**config.mk**
```make
export PLATFORM = sky130hd
export DESIGN_NAME = sio_irq_ctl
export DESIGN_NICKNAME = d
export VERILOG_FILES = /design/src/rtl/sio_irq_pkg.sv /design/src/rtl/sio_rdy_strobe.sv /design/src/rtl/sio_ext_detect.sv /design/src/rtl/sio_irq_vec.sv /design/src/rtl/sio_irq_ctl.sv
export SDC_FILE = /design/constraint.sdc
export NUM_CORES = 1
export LEC_CHECK = 0
export CAP_MARGIN = 20
export CELL_PAD_IN_SITES_DETAIL_PLACEMENT = 0
export CELL_PAD_IN_SITES_GLOBAL_PLACEMENT = 2
export CORE_ASPECT_RATIO = 0.5
export CORE_MARGIN = 3
export CORE_UTILIZATION = 27
export CTS_CLUSTER_SIZE = 8
export DETAILED_ROUTE_END_ITERATION = 12
export GPL_TIMING_DRIVEN = 1
export MAX_ROUTING_LAYER = met4
export PLACE_DENSITY = 0.72
export SLEW_MARGIN = 20
export SYNTH_ARGS = -nofsm -noshare
export SYNTH_HDL_FRONTEND = slang
export SYNTH_SLANG_ARGS = --single-unit
```
**constraint.sdc**
```tcl
create_clock -name clk -period 1.3 [get_ports clk]
set_input_delay 0.325 -clock clk [delete_from_list [all_inputs] [get_ports clk]]
set_output_delay 0.325 -clock clk [all_outputs]
set_load 0.02 [all_outputs]
```
**src/rtl/sio_irq_pkg.sv**
```systemverilog
package sio_irq_pkg;

    typedef enum logic [1:0] {
        RXM_OFF     = 2'd0,
        RXM_FIRST   = 2'd1,
        RXM_ALL     = 2'd2,
        RXM_ALL_ALT = 2'd3
    } rx_mode_e;

    typedef struct packed {
        logic     txrdy_en;
        logic     rxrdy_en;
        logic     sav;
        rx_mode_e rx_mode;
        logic     tx_ie;
        logic     ext_en;
    } ctrl_t;

    typedef struct packed {
        logic ovr;
        logic frm;
        logic eof;
        logic par;
    } rx_err_t;

    typedef enum logic [2:0] {
        CMD_NOP      = 3'd0,
        CMD_ERR_RST  = 3'd1,
        CMD_EXT_RST  = 3'd2,
        CMD_TX_ACK   = 3'd3,
        CMD_RX_ACK   = 3'd4,
        CMD_REARM    = 3'd5,
        CMD_CHAN_RST = 3'd6
    } cmd_e;

    localparam int CTRL_W   = $bits(ctrl_t);
    localparam int ERR_W    = $bits(rx_err_t);
    localparam int NUM_SRC  = 4;
    localparam int SRC_EXT  = 0;
    localparam int SRC_TX   = 1;
    localparam int SRC_RX   = 2;
    localparam int SRC_SPEC = 3;

endpackage

```
**src/rtl/sio_rdy_strobe.sv**
```systemverilog
module sio_rdy_strobe #(
    parameter int PULSE_LEN = 3
) (
    input  logic clk,
    input  logic rst_n,
    input  logic clr,
    input  logic en,
    input  logic trig,
    output logic strobe_n
);
    localparam int CW = $clog2(PULSE_LEN + 1);

    typedef struct packed {
        logic [CW-1:0] cnt;
        logic          pend;
    } st_t;

    st_t  st_q, st_d;
    logic fire;

    always_comb begin
        st_d = st_q;
        fire = en && trig;
        if (st_q.cnt != '0) begin
            st_d.cnt = st_q.cnt - 1'b1;
            if (fire) begin
                st_d.pend = 1'b1;
            end
        end else if (fire || st_q.pend) begin
            st_d.cnt  = CW'(PULSE_LEN);
            st_d.pend = 1'b0;
        end
        if (clr || !en) begin
            st_d = '0;
        end
    end

    always_ff @(posedge clk or negedge rst_n) begin
        if (!rst_n) begin
            st_q <= '0;
        end else begin
            st_q <= st_d;
        end
    end

    assign strobe_n = !(en && (st_q.cnt != '0));

endmodule

```
**src/rtl/sio_ext_detect.sv**
```systemverilog
module sio_ext_detect #(
    parameter int NUM_LINES = 3
) (
    input  logic                 clk,
    input  logic                 rst_n,
    input  logic                 clr,
    input  logic [NUM_LINES-1:0] lines_n,
    input  logic                 brk,
    input  logic                 eom_set,
    output logic                 pend
);
    typedef struct packed {
        logic [NUM_LINES-1:0] prev;
        logic                 brk_prev;
        logic                 vld;
        logic                 pend;
    } st_t;

    st_t                  st_q, st_d;
    logic [NUM_LINES-1:0] line_edge;
    logic                 brk_end;

    for (genvar i = 0; i < NUM_LINES; i++) begin : g_line
        assign line_edge[i] = st_q.vld && (lines_n[i] != st_q.prev[i]);
    end

    assign brk_end = st_q.brk_prev && !brk;

    always_comb begin
        st_d          = st_q;
        st_d.prev     = lines_n;
        st_d.brk_prev = brk;
        st_d.vld      = 1'b1;
        if (clr) begin
            st_d.pend = 1'b0;
        end
        if ((|line_edge) || brk_end || eom_set) begin
            st_d.pend = 1'b1;
        end
    end

    always_ff @(posedge clk or negedge rst_n) begin
        if (!rst_n) begin
            st_q <= '0;
        end else begin
            st_q <= st_d;
        end
    end

    assign pend = st_q.pend;

endmodule

```
**src/rtl/sio_irq_vec.sv**
```systemverilog
module sio_irq_vec #(
    parameter int VEC_W   = 8,
    parameter int NUM_SRC = 4
) (
    input  logic [NUM_SRC-1:0] req,
    input  logic [VEC_W-1:0]   base,
    input  logic               sav,
    output logic               any,
    output logic [VEC_W-1:0]   vec
);
    localparam int SRC_W = $clog2(NUM_SRC);

    logic [SRC_W-1:0] code;

    always_comb begin
        code = '0;
        for (int i = 0; i < NUM_SRC; i++) begin
            if (req[i]) begin
                code = SRC_W'(i);
            end
        end
        any = |req;
        vec = (sav && any) ? {base[VEC_W-1:SRC_W], code} : base;
    end

endmodule

```
**src/rtl/sio_irq_ctl.sv**
```systemverilog
module sio_irq_ctl
    import sio_irq_pkg::*;
#(
    parameter int              VEC_W     = 8,
    parameter logic [VEC_W-1:0] VEC_RESET = 8'h0F,
    parameter int              PULSE_LEN = 3,
    parameter int              NUM_LINES = 3
) (
    input  logic                 clk,
    input  logic                 rst_n,
    input  logic                 cfg_wr,
    input  logic [6:0]           cfg_data,
    input  logic                 vec_wr,
    input  logic [VEC_W-1:0]     vec_data,
    input  logic                 cmd_valid,
    input  logic [2:0]           cmd_code,
    input  logic                 char_stb,
    input  logic [3:0]           rx_err,
    input  logic                 rx_avail,
    input  logic                 tx_empty_stb,
    input  logic [NUM_LINES-1:0] modem_n,
    input  logic                 brk_abort,
    input  logic                 eom_set,
    input  logic                 vec_rd,
    output logic                 irq,
    output logic [VEC_W-1:0]     vec_out,
    output logic                 txrdy_n,
    output logic                 rxrdy_n,
    output logic                 rx_hold,
    output logic                 sticky_ovr,
    output logic                 sticky_par
);
    localparam int NUM_STB = 2;
    localparam int STB_TX  = 0;
    localparam int STB_RX  = 1;

    typedef struct packed {
        ctrl_t             ctrl;
        logic [VEC_W-1:0]  vec_reg;
        logic [VEC_W-1:0]  vec_cap;
        rx_err_t           err;
        logic              hold;
        logic              armed;
        logic              tx_pend;
    } st_t;

    st_t                st_q, st_d;
    ctrl_t              cfg_in;
    rx_err_t            err_in;
    logic               c_err, c_ext, c_txack, c_rxack, c_rearm, c_chan;
    logic               mode_first, mode_all, mode_on;
    logic               err_any;
    logic [NUM_SRC-1:0] req;
    logic               req_any;
    logic [VEC_W-1:0]   vec_mux;
    logic               ext_pend;
    logic [NUM_STB-1:0] stb_en, stb_trig, stb_n;

    assign cfg_in  = ctrl_t'(cfg_data);
    assign err_in  = rx_err_t'(rx_err);
    assign err_any = |rx_err;

    assign c_err   = cmd_valid && (cmd_code == CMD_ERR_RST);
    assign c_ext   = cmd_valid && (cmd_code == CMD_EXT_RST);
    assign c_txack = cmd_valid && (cmd_code == CMD_TX_ACK);
    assign c_rxack = cmd_valid && (cmd_code == CMD_RX_ACK);
    assign c_rearm = cmd_valid && (cmd_code == CMD_REARM);
    assign c_chan  = cmd_valid && (cmd_code == CMD_CHAN_RST);

    assign mode_first = (st_q.ctrl.rx_mode == RXM_FIRST);
    assign mode_all   = (st_q.ctrl.rx_mode == RXM_ALL) || (st_q.ctrl.rx_mode == RXM_ALL_ALT);
    assign mode_on    = (st_q.ctrl.rx_mode != RXM_OFF);

    // request vector, index = source code
    assign req[SRC_SPEC] = mode_on && (|st_q.err);
    assign req[SRC_RX]   = rx_avail && (mode_all || (mode_first && st_q.armed));
    assign req[SRC_TX]   = st_q.ctrl.tx_ie && st_q.tx_pend;
    assign req[SRC_EXT]  = st_q.ctrl.ext_en && ext_pend;

    always_comb begin
        st_d = st_q;
        if (cfg_wr) begin
            st_d.ctrl = cfg_in;
            if ((cfg_in.rx_mode == RXM_FIRST) && !mode_first) begin
                st_d.armed = 1'b1;
            end
        end
        if (vec_wr) begin
            st_d.vec_reg = vec_data;
        end
        if (c_err) begin
            st_d.err  = '0;
            st_d.hold = 1'b0;
        end
        if (char_stb) begin
            st_d.err = st_q.err & {ERR_W{!c_err}};
            st_d.err = st_d.err | err_in;
            if (mode_first && err_any) begin
                st_d.hold = 1'b1;
            end
        end
        if (c_rxack) begin
            st_d.armed = 1'b0;
        end
        if (c_rearm) begin
            st_d.armed = 1'b1;
        end
        if (c_txack) begin
            st_d.tx_pend = 1'b0;
        end
        if (tx_empty_stb) begin
            st_d.tx_pend = 1'b1;
        end
        if (vec_rd) begin
            st_d.vec_cap = vec_mux;
        end
        if (c_chan) begin
            st_d.ctrl    = '0;
            st_d.err     = '0;
            st_d.hold    = 1'b0;
            st_d.armed   = 1'b0;
            st_d.tx_pend = 1'b0;
        end
    end

    always_ff @(posedge clk or negedge rst_n) begin
        if (!rst_n) begin
            st_q         <= '0;
            st_q.vec_reg <= VEC_RESET;
            st_q.vec_cap <= VEC_RESET;
        end else begin
            st_q <= st_d;
        end
    end

    sio_ext_detect #(
        .NUM_LINES (NUM_LINES)
    ) ext_i (
        .clk     (clk),
        .rst_n   (rst_n),
        .clr     (c_ext || c_chan),
        .lines_n (modem_n),
        .brk     (brk_abort),
        .eom_set (eom_set),
        .pend    (ext_pend)
    );

    sio_irq_vec #(
        .VEC_W   (VEC_W),
        .NUM_SRC (NUM_SRC)
    ) vec_i (
        .req  (req),
        .base (st_q.vec_reg),
        .sav  (st_q.ctrl.sav),
        .any  (req_any),
        .vec  (vec_mux)
    );

    assign stb_en[STB_TX]   = st_q.ctrl.txrdy_en;
    assign stb_trig[STB_TX] = tx_empty_stb;
    assign stb_en[STB_RX]   = st_q.ctrl.rxrdy_en;
    assign stb_trig[STB_RX] = char_stb && !(mode_first && err_any);

    for (genvar s = 0; s < NUM_STB; s++) begin : g_stb
        sio_rdy_strobe #(
            .PULSE_LEN (PULSE_LEN)
        ) stb_i (
            .clk      (clk),
            .rst_n    (rst_n),
            .clr      (c_chan),
            .en       (stb_en[s]),
            .trig     (stb_trig[s]),
            .strobe_n (stb_n[s])
        );
    end

    assign irq        = req_any;
    assign vec_out    = st_q.vec_cap;
    assign txrdy_n    = stb_n[STB_TX];
    assign rxrdy_n    = stb_n[STB_RX];
    assign rx_hold    = st_q.hold;
    assign sticky_ovr = st_q.err.ovr;
    assign sticky_par = st_q.err.par;

endmodule

```
==> metrics.csv, run 1 <==
stage;metric;value;unit
outcome;status;finished, violations left;
outcome;failing checks;negative setup slack;
sta;worst setup margin;-0.5316;ns
placed_design;placed cell count;323;
cts;Clk pin slew, worst setup/hold paths;0.06;ns
floorplanning;Rows;20;
detailed_routing;drt pass-1 iters;4;
cts;H-tree depth;2;
sta;max-slew violation count;0;
sta;fmax;546.0;MHz
floorplanning;die height;64.84;um
setup_path;reg2reg path depth;7;
global_route;total global routing track utilization;0.1185;
sta;Setup TNS;-0.9068;ns
placed_design;input/output buffers;49;
setup_path;crit end category;primary output;
synthesis;ys async rst share;1.000;
final_layout;fin cells;341;
setup_path;worst setup path start;st_q[25];
cts;CTS Buf Count;5;
setup_path;startpoint class of the critical path;flip-flop;
detailed_routing;drt drc;0;
setup_path;Critical Setup Path Class;reg -> out;
setup_path;CP Max Fanout;2;
floorplanning;Die ar.;0.008018;mm^2
floorplanning;die width;123.7;um
setup_path;launching point of the worst reg2reg path;g_stb[1].stb_i.st_q[1];
detailed_routing;vias per cell;4.290;
synthesis;syn nets;202;
global_route;total congestion overflow;0;
cts;CTS Hold Bufs;0;
synthesis;post-synthesis sequential area ratio;0.5676;
setup_path;r2r endpoint;g_stb[1].stb_i.st_q[2];
detailed_routing;drt initial violations;60;
floorplanning;Starting Density;0.2929;
floorplanning;num ports;50;
power;peak supply drop;0.5900;mV
power;leak pwr;1.333;nW
synthesis;synthesized instance count;164;
cts;Clock Path Buffers;2;
setup_path;WP data arrival;1.51;ns
synthesis;count of cell types in the netlist;35;
power;PwrDens;1448;mW/mm^2
detailed_routing;Detail Route Antenna Nets;0;
detailed_routing;Routed WL;4269;um
setup_path;CP required;0.98;ns
sta;Tcrit/Tclk final;1.409;
synthesis;Ys Warns;0;
final_layout;Design Area, Final;0.002999;mm^2
cts;CTS tree;yes;
placed_design;final RePlAce weighted congestion;0.6931;
cts;CTS root buffer;clkbuf_16;
final_layout;Area Growth Syn to Fin;60.44;%
sta;Fin. Hold Viols;0;
final_layout;proportion of layout cells with a drive suffix above 1;0.4427;
synthesis;Yosys reg bits;42;
synthesis;number of synthesized flops with an enable pin;0;
cts;clk_lat worst skew;0.28;ns
final_layout;nets;290;
global_route;largest net degree at the start of global routing;43;
synthesis;Main synth FF type;dfrtp_1;
sta;minimum clock period;1.832;ns
global_route;first-pass GRT wire length;7217;um
sta;final setup skew;0.003539;ns
setup_path;reg-to-reg setup timing slack;-0.03;ns
detailed_routing;drt wl/cell;12.52;um
floorplanning;Core Region;0.006381;mm^2
synthesis;Syn Area/Cell;11.40;um^2
final_layout;n_diodes;0;
placed_design;HPWL Detailed;3154;um
global_route;vias in the first global route;1563;
hold_path;Hold WC Path Type;in -> async;
sta;RSZ-0062 raised after global routing;true;
run;max capacitance violation total;0;
global_route;antenna violations before repair;0;
cts;# clock sinks;42;
detailed_routing;via count;1463;
sta;Setup-failing EPs final;5;
placed_design;Post-DP Area;0.002665;mm^2
synthesis;Mapped Area;0.001869;mm^2
==> cells in the final DEF (no fill, tap or decap), drive strengths merged, types with 3 or more instances in the layout <==
cell,count
a21oi,9
a22oi,4
a31oi,3
buf,54
clkbuf,12
clkdlybuf4s15,4
clkdlybuf4s50,26
dfrtp,34
dfstp,8
dlygate4sd2,4
inv,8
mux2,14
mux2i,6
nand2,7
nand2b,5
nor2,22
nor3,5
o21ai,4
xor2,3
==> synthesized netlist by cell type, types with 2 or more instances <==
| cell type | count | area share |
|---|---|---|
| a31oi_1 | 3 | 0.010 |
| nand2b_1 | 5 | 0.017 |
| dfstp_2 | 8 | 0.11 |
| mux2i_1 | 6 | 0.032 |
| nand2_1 | 7 | 0.014 |
| a21oi_1 | 9 | 0.024 |
| mux2_2 | 14 | 0.084 |
| ha_1 | 2 | 0.013 |
| nor3_1 | 4 | 0.011 |
| buf_4 | 8 | 0.032 |
| nor3b_1 | 2 | 0.0080 |
| nor2_1 | 22 | 0.044 |
| xor2_1 | 3 | 0.014 |
| clkbuf_1 | 4 | 0.0080 |
| dfrtp_1 | 34 | 0.46 |
| inv_1 | 8 | 0.016 |
| o21ai_0 | 4 | 0.011 |
| a22oi_1 | 4 | 0.016 |
==> area by class of cell <==
cell class / count / area (um^2)
clock buffer: 7 / 142.6
clock inverter: 1 / 30.03
fill: 616 / 3382
inverter: 8 / 30.03
multi-input combinational: 102 / 813.3
sequential: 42 / 1064
tap: 88 / 110.1
timing repair buffer: 93 / 809.5
==> registers in the layout, summed over array words and instances (netlist names) <==
| register | count |
|---|---|
| st_q | 19 |
| vec_out | 8 |
| g_stb.stb_i.st_q | 6 |
| ext_i.st_q | 5 |
| ext_i.pend | 1 |
| rx_hold | 1 |
| sticky_ovr | 1 |
| sticky_par | 1 |
==> cells by family after synthesis <==
group | Yosys count | share of synthesized area
flops | 42 | 0.5676
xor+xnor | 3 | 0.01406
fa+ha+maj | 2 | 0.01338
other cells | 1 | 0.002006
buf+inv | 20 | 0.05622
compound gates | 28 | 0.1038
simple gates | 48 | 0.1265
mux | 20 | 0.1165
==> routing by layer <==
metal | vias to the layer above | part of all wire | GRT usage | wire [um]
li1 | 734 | - | - | -
met1 | 703 | 0.47 | 0.1468 | 2015
met2 | 24 | 0.48 | 0.1870 | 2036
met3 | 2 | 0.043 | 0.03487 | 185
met4 | 0 | 0.0075 | 0.03862 | 32
met5 | - | 0 | - | 0
==> power breakdown <==
| group | leakage, nW | total, mW | switching (mW) | internal (mW) |
|---|---|---|---|---|
| logic | 0.766 | 1.31 | 0.546 | 0.761 |
| registers | 0.483 | 1.62 | 0.108 | 1.51 |
| clock network | 0.0841 | 1.42 | 0.462 | 0.958 |
==> critical path: stages, from the launching register on <==
cell and delay [ns]:
dfrtp_1 0.37, a21o_1 0.20, and2_1 0.17, or3_4 0.36, buf_6 0.14
==> worst max path at each step <==
stage                     end  slack [ns]  depth (start not counted)
after floorplan           irq       -0.16                          3
after global placement    irq       -0.81                          4
after detailed placement  irq       -0.82                          4
after CTS                 irq       -0.56                          4
after global routing      irq       -0.60                          4
final                     irq       -0.53                          4
==> metrics by stage <==
step | hold WS, ns | util | setup slack [ns] | power [mW]
floorplan | 0.02941 | - | -0.1638 | 2.170
global placement | 0.3124 | 0.4176 | -0.8080 | 2.629
detailed placement | 0.3180 | 0.4176 | -0.8228 | 2.658
CTS | 0.01537 | 0.4633 | -0.5586 | 4.324
global route | 0.02112 | 0.4700 | -0.5970 | 4.612
finish | 0.01221 | 0.4700 | -0.5316 | 4.344
==> what timing repair did <==
action	CTS	global route
setup endpoints to repair	31	18
buffers inserted	7	3
gates resized for setup	83	19
pin swaps	13	7
Power figures use the tool's default switching activity.
==> inputs of run 2 (changes only) <==
- ABC_AREA: unset -> 1
- CTS_BUF_LIST: unset -> sky130_fd_sc_hd__clkbuf_8
- PLACE_DENSITY: 0.72 -> 0.76
==> metrics.csv, run 2 <==
stage;metric;value;unit
cts;# clock sinks;42;
hold_path;Hold WC Path Type;reg -> reg;
sta;fmax;654.8;MHz
synthesis;Main synth FF type;dfrtp_1;
global_route;largest net degree at the start of global routing;43;
placed_design;placed cell count;381;
synthesis;number of synthesized flops with an enable pin;0;
cts;CTS tree;yes;
floorplanning;die height;66.05;um
synthesis;post-synthesis sequential area ratio;0.5450;
power;leak pwr;1.459;nW
sta;Tcrit/Tclk final;1.175;
synthesis;Mapped Area;0.001947;mm^2
sta;Min Hold Slack;0.4810;ns
placed_design;HPWL Detailed;3357;um
synthesis;top-area cell type share of the netlist area;0.4370;
setup_path;startpoint class of the critical path;flip-flop;
setup_path;CP required;0.98;ns
setup_path;Critical Setup Path Class;reg -> out;
global_route;total global routing track utilization;0.1138;
global_route;antenna violations before repair;0;
power;peak supply drop;0.4052;mV
synthesis;synthesized instance count;219;
floorplanning;die width;126.1;um
synthesis;ys async rst share;1.000;
outcome;status;finished, violations left;
detailed_routing;drt drc;0;
power;clock power share;0.284;
synthesis;Synth area leaders;dfrtp_1, dfstp_2, nand2_1;
detailed_routing;drt pass-1 iters;4;
sta;worst setup margin;-0.2271;ns
final_layout;proportion of layout cells with a drive suffix above 1;0.3355;
cts;Clock Path Buffers;2;
global_route;total congestion overflow;0;
final_layout;Area Growth Syn to Fin;52.06;%
floorplanning;Die ar.;0.008328;mm^2
synthesis;syn nets;257;
synthesis;most frequent cell after synthesis;nand2_1;
detailed_routing;Routed WL;4460;um
global_route;vias in the first global route;1632;
floorplanning;num ports;50;
floorplanning;Core Region;0.006832;mm^2
placed_design;final RePlAce weighted congestion;0.7624;
sta;minimum clock period;1.527;ns
synthesis;Ys Warns;0;
power;Comb pwr share;0.289;
synthesis;Syn Area/Cell;8.890;um^2
synthesis;top post-synthesis cells by count;nand2_1, dfrtp_1, inv_1;
cts;CTS root buffer;clkbuf_8;
setup_path;CP Max Fanout;2;
sta;Fin. Hold Viols;0;
sta;final setup skew;0.005703;ns
detailed_routing;vias per cell;4.153;
power;PwrDens;1232;mW/mm^2
sta;Setup TNS;-0.5312;ns
run;max capacitance violation total;0;
sta;Setup-failing EPs final;3;
power;Power Internal;2.609;mW
setup_path;crit end category;primary output;
final_layout;nets;344;
floorplanning;Rows;21;
cts;CTS Buf Count;5;
outcome;failing checks;negative setup slack;
final_layout;final core occ;0.4333;
cts;H-tree depth;2;
detailed_routing;via count;1657;
synthesis;count of cell types in the netlist;29;
final_layout;fin cells;399;
final_layout;most frequent cells in the layout;nand2_1, buf_4, dfrtp_1, clkdlybuf4s50_1, inv_1;
detailed_routing;drt initial violations;79;
setup_path;WP data arrival;1.20;ns
power;Net Switching;1.037;mW
sta;RSZ-0062 raised after global routing;true;
synthesis;Yosys reg bits;42;
detailed_routing;Detail Route Antenna Nets;0;
sta;max-slew violation count;0;
power;sw frac;0.2845;
final_layout;commonest non-fill, non-tap cell in the layout;nand2_1;
cts;clk_lat worst skew;0.29;ns
synthesis;Synth area leader;dfrtp_1;
placed_design;input/output buffers;49;
final_layout;Largest register FFs;19;
floorplanning;Starting Density;0.2850;
power;Flop pwr share;0.427;
final_layout;register name with the most flops;st_q;
cts;Clk pin slew, worst setup/hold paths;0.08;ns
global_route;first-pass GRT wire length;7452;um
detailed_routing;drt wl/cell;11.18;um
final_layout;n_diodes;0;
## run 2: metrics by stage
step	instance area (um^2)	power (mW)	setup WS, ns
3_5_place_dp	2729	2.527	-0.6470
5_1_grt	2960	3.886	-0.3115
2_1_floorplan	1952	2.044	0.08304
3_3_place_gp	2729	2.496	-0.6436
6_report	2960	3.646	-0.2271
4_1_cts	2885	3.596	-0.2445
## run 2: logic make-up (layout without fill, tap and decap cells)
family                   Yosys count  count (layout)  share of synthesized area
other                              1               1                   0.001926
adder cells (fa/ha/maj)            2               2                    0.01285
flip-flops                        42              42                     0.5450
multiplexers                       2               2                    0.01157
XOR/XNOR                           3               3                    0.01350
AO/OA/AOI/OAI                     39              39                     0.1247
buffers and inverters             47             135                     0.1105
AND/OR/NAND/NOR                   83              83                     0.1800
## run 2: routing by layer
layer	vias up	share of wire	track usage
met4	0	0.0056	0.02406
met3	2	0.040	0.03145
met5	-	0	-
met1	767	0.49	0.1461
met2	31	0.46	0.1825
li1	857	-	-
## run 2: critical path: stages, from the launching register on
cell     delay (ns)
dfrtp_1        0.38
nor2_1         0.11
nand2_1        0.10
nand2_2        0.08
nand3_2        0.09
buf_6          0.14
## run 2: power by group through the flow
stage / sequential (mW) / clock [mW] / combinational (mW)
after floorplan: 1.59 / 0 / 0.458
after global placement: 1.57 / 0 / 0.927
after detailed placement: 1.58 / 0 / 0.951
after CTS: 1.55 / 1.07 / 0.971
after global routing: 1.57 / 1.14 / 1.17
final: 1.56 / 1.04 / 1.05
## run 2: final cells by class
cell class              count  area [um^2]
fillers                   689         3871
flip-flops and latches     42         1061
repair buffers             92        812.0
multi-input cells         130        724.4
inverters                  35        133.9
well taps                  92        115.1
clock buffers               5        68.82
clock inverters             3        45.04
## run 2: worst paths after layout
path | startpoint | end | slack [ns] | cells after the start
worst max-delay path | sticky_ovr | irq | -0.23 | 5
worst min-delay path | ext_i.st_q[2] | ext_i.pend | 0.48 | 2
worst max register to register | sticky_ovr | vec_out[1] | 0.02 | 9
worst min register to register | ext_i.st_q[2] | ext_i.pend | 0.48 | 2
max in group asynchronous | rst_n | st_q[15] | 0.50 | 3
min in group asynchronous | rst_n | vec_out[6] | 0.53 | 3
## run 2: repair_timing
| action | CTS | global route |
|---|---|---|
| endpoints found under the setup margin | 22 | 27 |
| pin swaps | 2 | 6 |
| buffers inserted | 4 | 7 |
| resized for setup | 68 | 27 |
| hold endpoints to repair | 13 | 0 |
| hold buffers | 1 | 0 |
==> inputs of run 3 (changes only) <==
- CORE_UTILIZATION: 27 -> 29
- PLACE_DENSITY: 0.76 -> 0.78
- clock period: 1.3 -> 1.55 ns (I/O delays scaled with it)
==> metrics.csv, run 3 (synthesis results as in run 2) <==
stage;metric;value;unit
outcome;status;finished, violations left;
outcome;failing checks;negative setup slack;
detailed_routing;drt drc;0;
cts;Clock Path Buffers;2;
setup_path;Critical-path top delay cell;dfrtp_1;
sta;worst setup margin;-0.01360;ns
power;peak supply drop;0.4239;mV
setup_path;WP data arrival;1.18;ns
setup_path;reg2reg path depth;9;
floorplanning;num ports;50;
setup_path;crit path cell chain;nor2_1 -> nand2_1 -> nand2_2 -> nand3_2 -> buf_6;
setup_path;Crit path largest cell delay;0.38;ns
power;Tot Pwr;3.020;mW
sta;final setup skew;0.009408;ns
setup_path;CP required;1.16;ns
sta;fmax;639.6;MHz
sta;minimum clock period;1.564;ns
floorplanning;Starting Density;0.3100;
final_layout;nets;337;
placed_design;final RePlAce weighted congestion;0.7605;
floorplanning;Core Region;0.006281;mm^2
cts;CTS tree;yes;
setup_path;CP Max Fanout;2;
cts;clk_lat worst skew;0.29;ns
cts;Clk pin slew, worst setup/hold paths;0.08;ns
sta;Setup TNS;-0.01360;ns
final_layout;n_diodes;0;
power;PwrDens;1046;mW/mm^2
detailed_routing;vias per cell;4.082;
detailed_routing;drt initial violations;76;
global_route;total global routing track utilization;0.1217;
final_layout;final core occ;0.4596;
final_layout;most frequent cells in the layout;nand2_1, dfrtp_1, clkdlybuf4s50_1, buf_4, inv_1;
setup_path;Critical Setup Path Class;reg -> out;
floorplanning;die width;121.9;um
run;max capacitance violation total;0;
cts;H-tree depth;2;
sta;max-slew violation count;0;
floorplanning;Rows;20;
detailed_routing;drt pass-1 iters;4;
final_layout;fin cells;388;
final_layout;commonest non-fill, non-tap cell in the layout;nand2_1;
placed_design;input/output buffers;49;
detailed_routing;drt wl/cell;11.02;um
setup_path;startpoint class of the critical path;flip-flop;
sta;Fin. Hold Viols;0;
placed_design;HPWL Detailed;3275;um
power;leak pwr;1.417;nW
global_route;total congestion overflow;0;
sta;Setup-failing EPs final;1;
placed_design;placed cell count;375;
cts;CTS root buffer;clkbuf_8;
global_route;antenna violations before repair;0;
setup_path;crit end category;primary output;
floorplanning;Die ar.;0.007792;mm^2
hold_path;hold path depth;2;
cts;# clock sinks;42;
sta;RSZ-0062 raised after global routing;true;
hold_path;Hold WC Path Type;reg -> reg;
final_layout;Area Growth Syn to Fin;48.26;%
final_layout;proportion of layout cells with a drive suffix above 1;0.2767;
global_route;largest net degree at the start of global routing;28;
final_layout;Largest register FFs;19;
detailed_routing;via count;1584;
detailed_routing;Routed WL;4277;um
cts;CTS Buf Count;5;
detailed_routing;Detail Route Antenna Nets;0;
sta;Tcrit/Tclk final;1.009;
floorplanning;die height;63.94;um
global_route;first-pass GRT wire length;7314;um
final_layout;register name with the most flops;st_q;
global_route;vias in the first global route;1598;
==> run 3: changes by cell type in the layout (fill, tap and decap cells not counted), moves of 3 or more <==
| cell | before | now |
|---|---|---|
| buf_2 | 4 | 1 |
| buf_4 | 40 | 34 |
| buf_6 | 10 | 3 |
| clkdlybuf4s15_1 | 0 | 3 |
| clkdlybuf4s50_1 | 30 | 34 |
| dlygate4sd2_1 | 3 | 6 |
| inv_2 | 6 | 9 |
| nand2_1 | 46 | 49 |
| nand2_2 | 8 | 5 |
==> run 3: final timing paths <==
path | endpoint | start | slack (ns)
max | irq | sticky_ovr | -0.01
min | vec_out[0] | vec_out[0] | 0.48
max reg2reg | g_stb[1].stb_i.st_q[2] | st_q[25] | 0.23
min reg2reg | vec_out[0] | vec_out[0] | 0.48
max in group asynchronous | g_stb[1].stb_i.st_q[2] | rst_n | 0.53
min in group asynchronous | vec_out[6] | rst_n | 0.53
==> run 3: worst max-delay path, delay by kind of cell, from the launching register on <==
family,cells,cell delay [ns]
flops,1,0.38
simple gates,4,0.36
buf+inv,1,0.14
==> run 3: through the flow <==
| stage | setup WS (ns) | cell area, um^2 | hold slack, ns |
|---|---|---|---|
| final | -0.01360 | 2887 | 0.4756 |
| after global routing | -0.1188 | 2887 | 0.4850 |
| after CTS | -0.05815 | 2828 | 0.4817 |
| after detailed placement | -0.5369 | 2704 | 0.3282 |
| after global placement | -0.5395 | 2704 | 0.3211 |
| after floorplan | 0.2433 | 1947 | 0.09191 |
==> run 3: timing repair <==
action / in CTS / in global routing
endpoints found under the hold margin: 6 / 0
setup endpoints to repair: 14 / 8
buffers inserted: 1 / 3
pin swaps: 0 / 4
hold buffers: 1 / 0
resized for setup: 32 / 19
==> run 3: cell type report <==
class / instances / area [um^2]
fill: 613 / 3395
sequential: 42 / 1061
timing repair buffer: 85 / 757.0
multi-input combinational: 130 / 714.4
inverter: 35 / 131.4
tap: 88 / 110.1
clock buffer: 5 / 68.82
clock inverter: 3 / 43.79
==> run 3: routing by layer <==
metal | vias up | track usage | part of all wire
met1 | 715 | 0.1620 | 0.48
met4 | 0 | 0.02933 | 0.0068
met2 | 27 | 0.1875 | 0.47
met5 | - | - | 0
met3 | 2 | 0.03095 | 0.047
li1 | 840 | - | -
==> run 3: where the power goes <==
group / total (mW) / internal (mW) / switching (mW)
combinational: 0.847 / 0.445 / 0.402
sequential: 1.30 / 1.24 / 0.0645
clock: 0.869 / 0.483 / 0.386
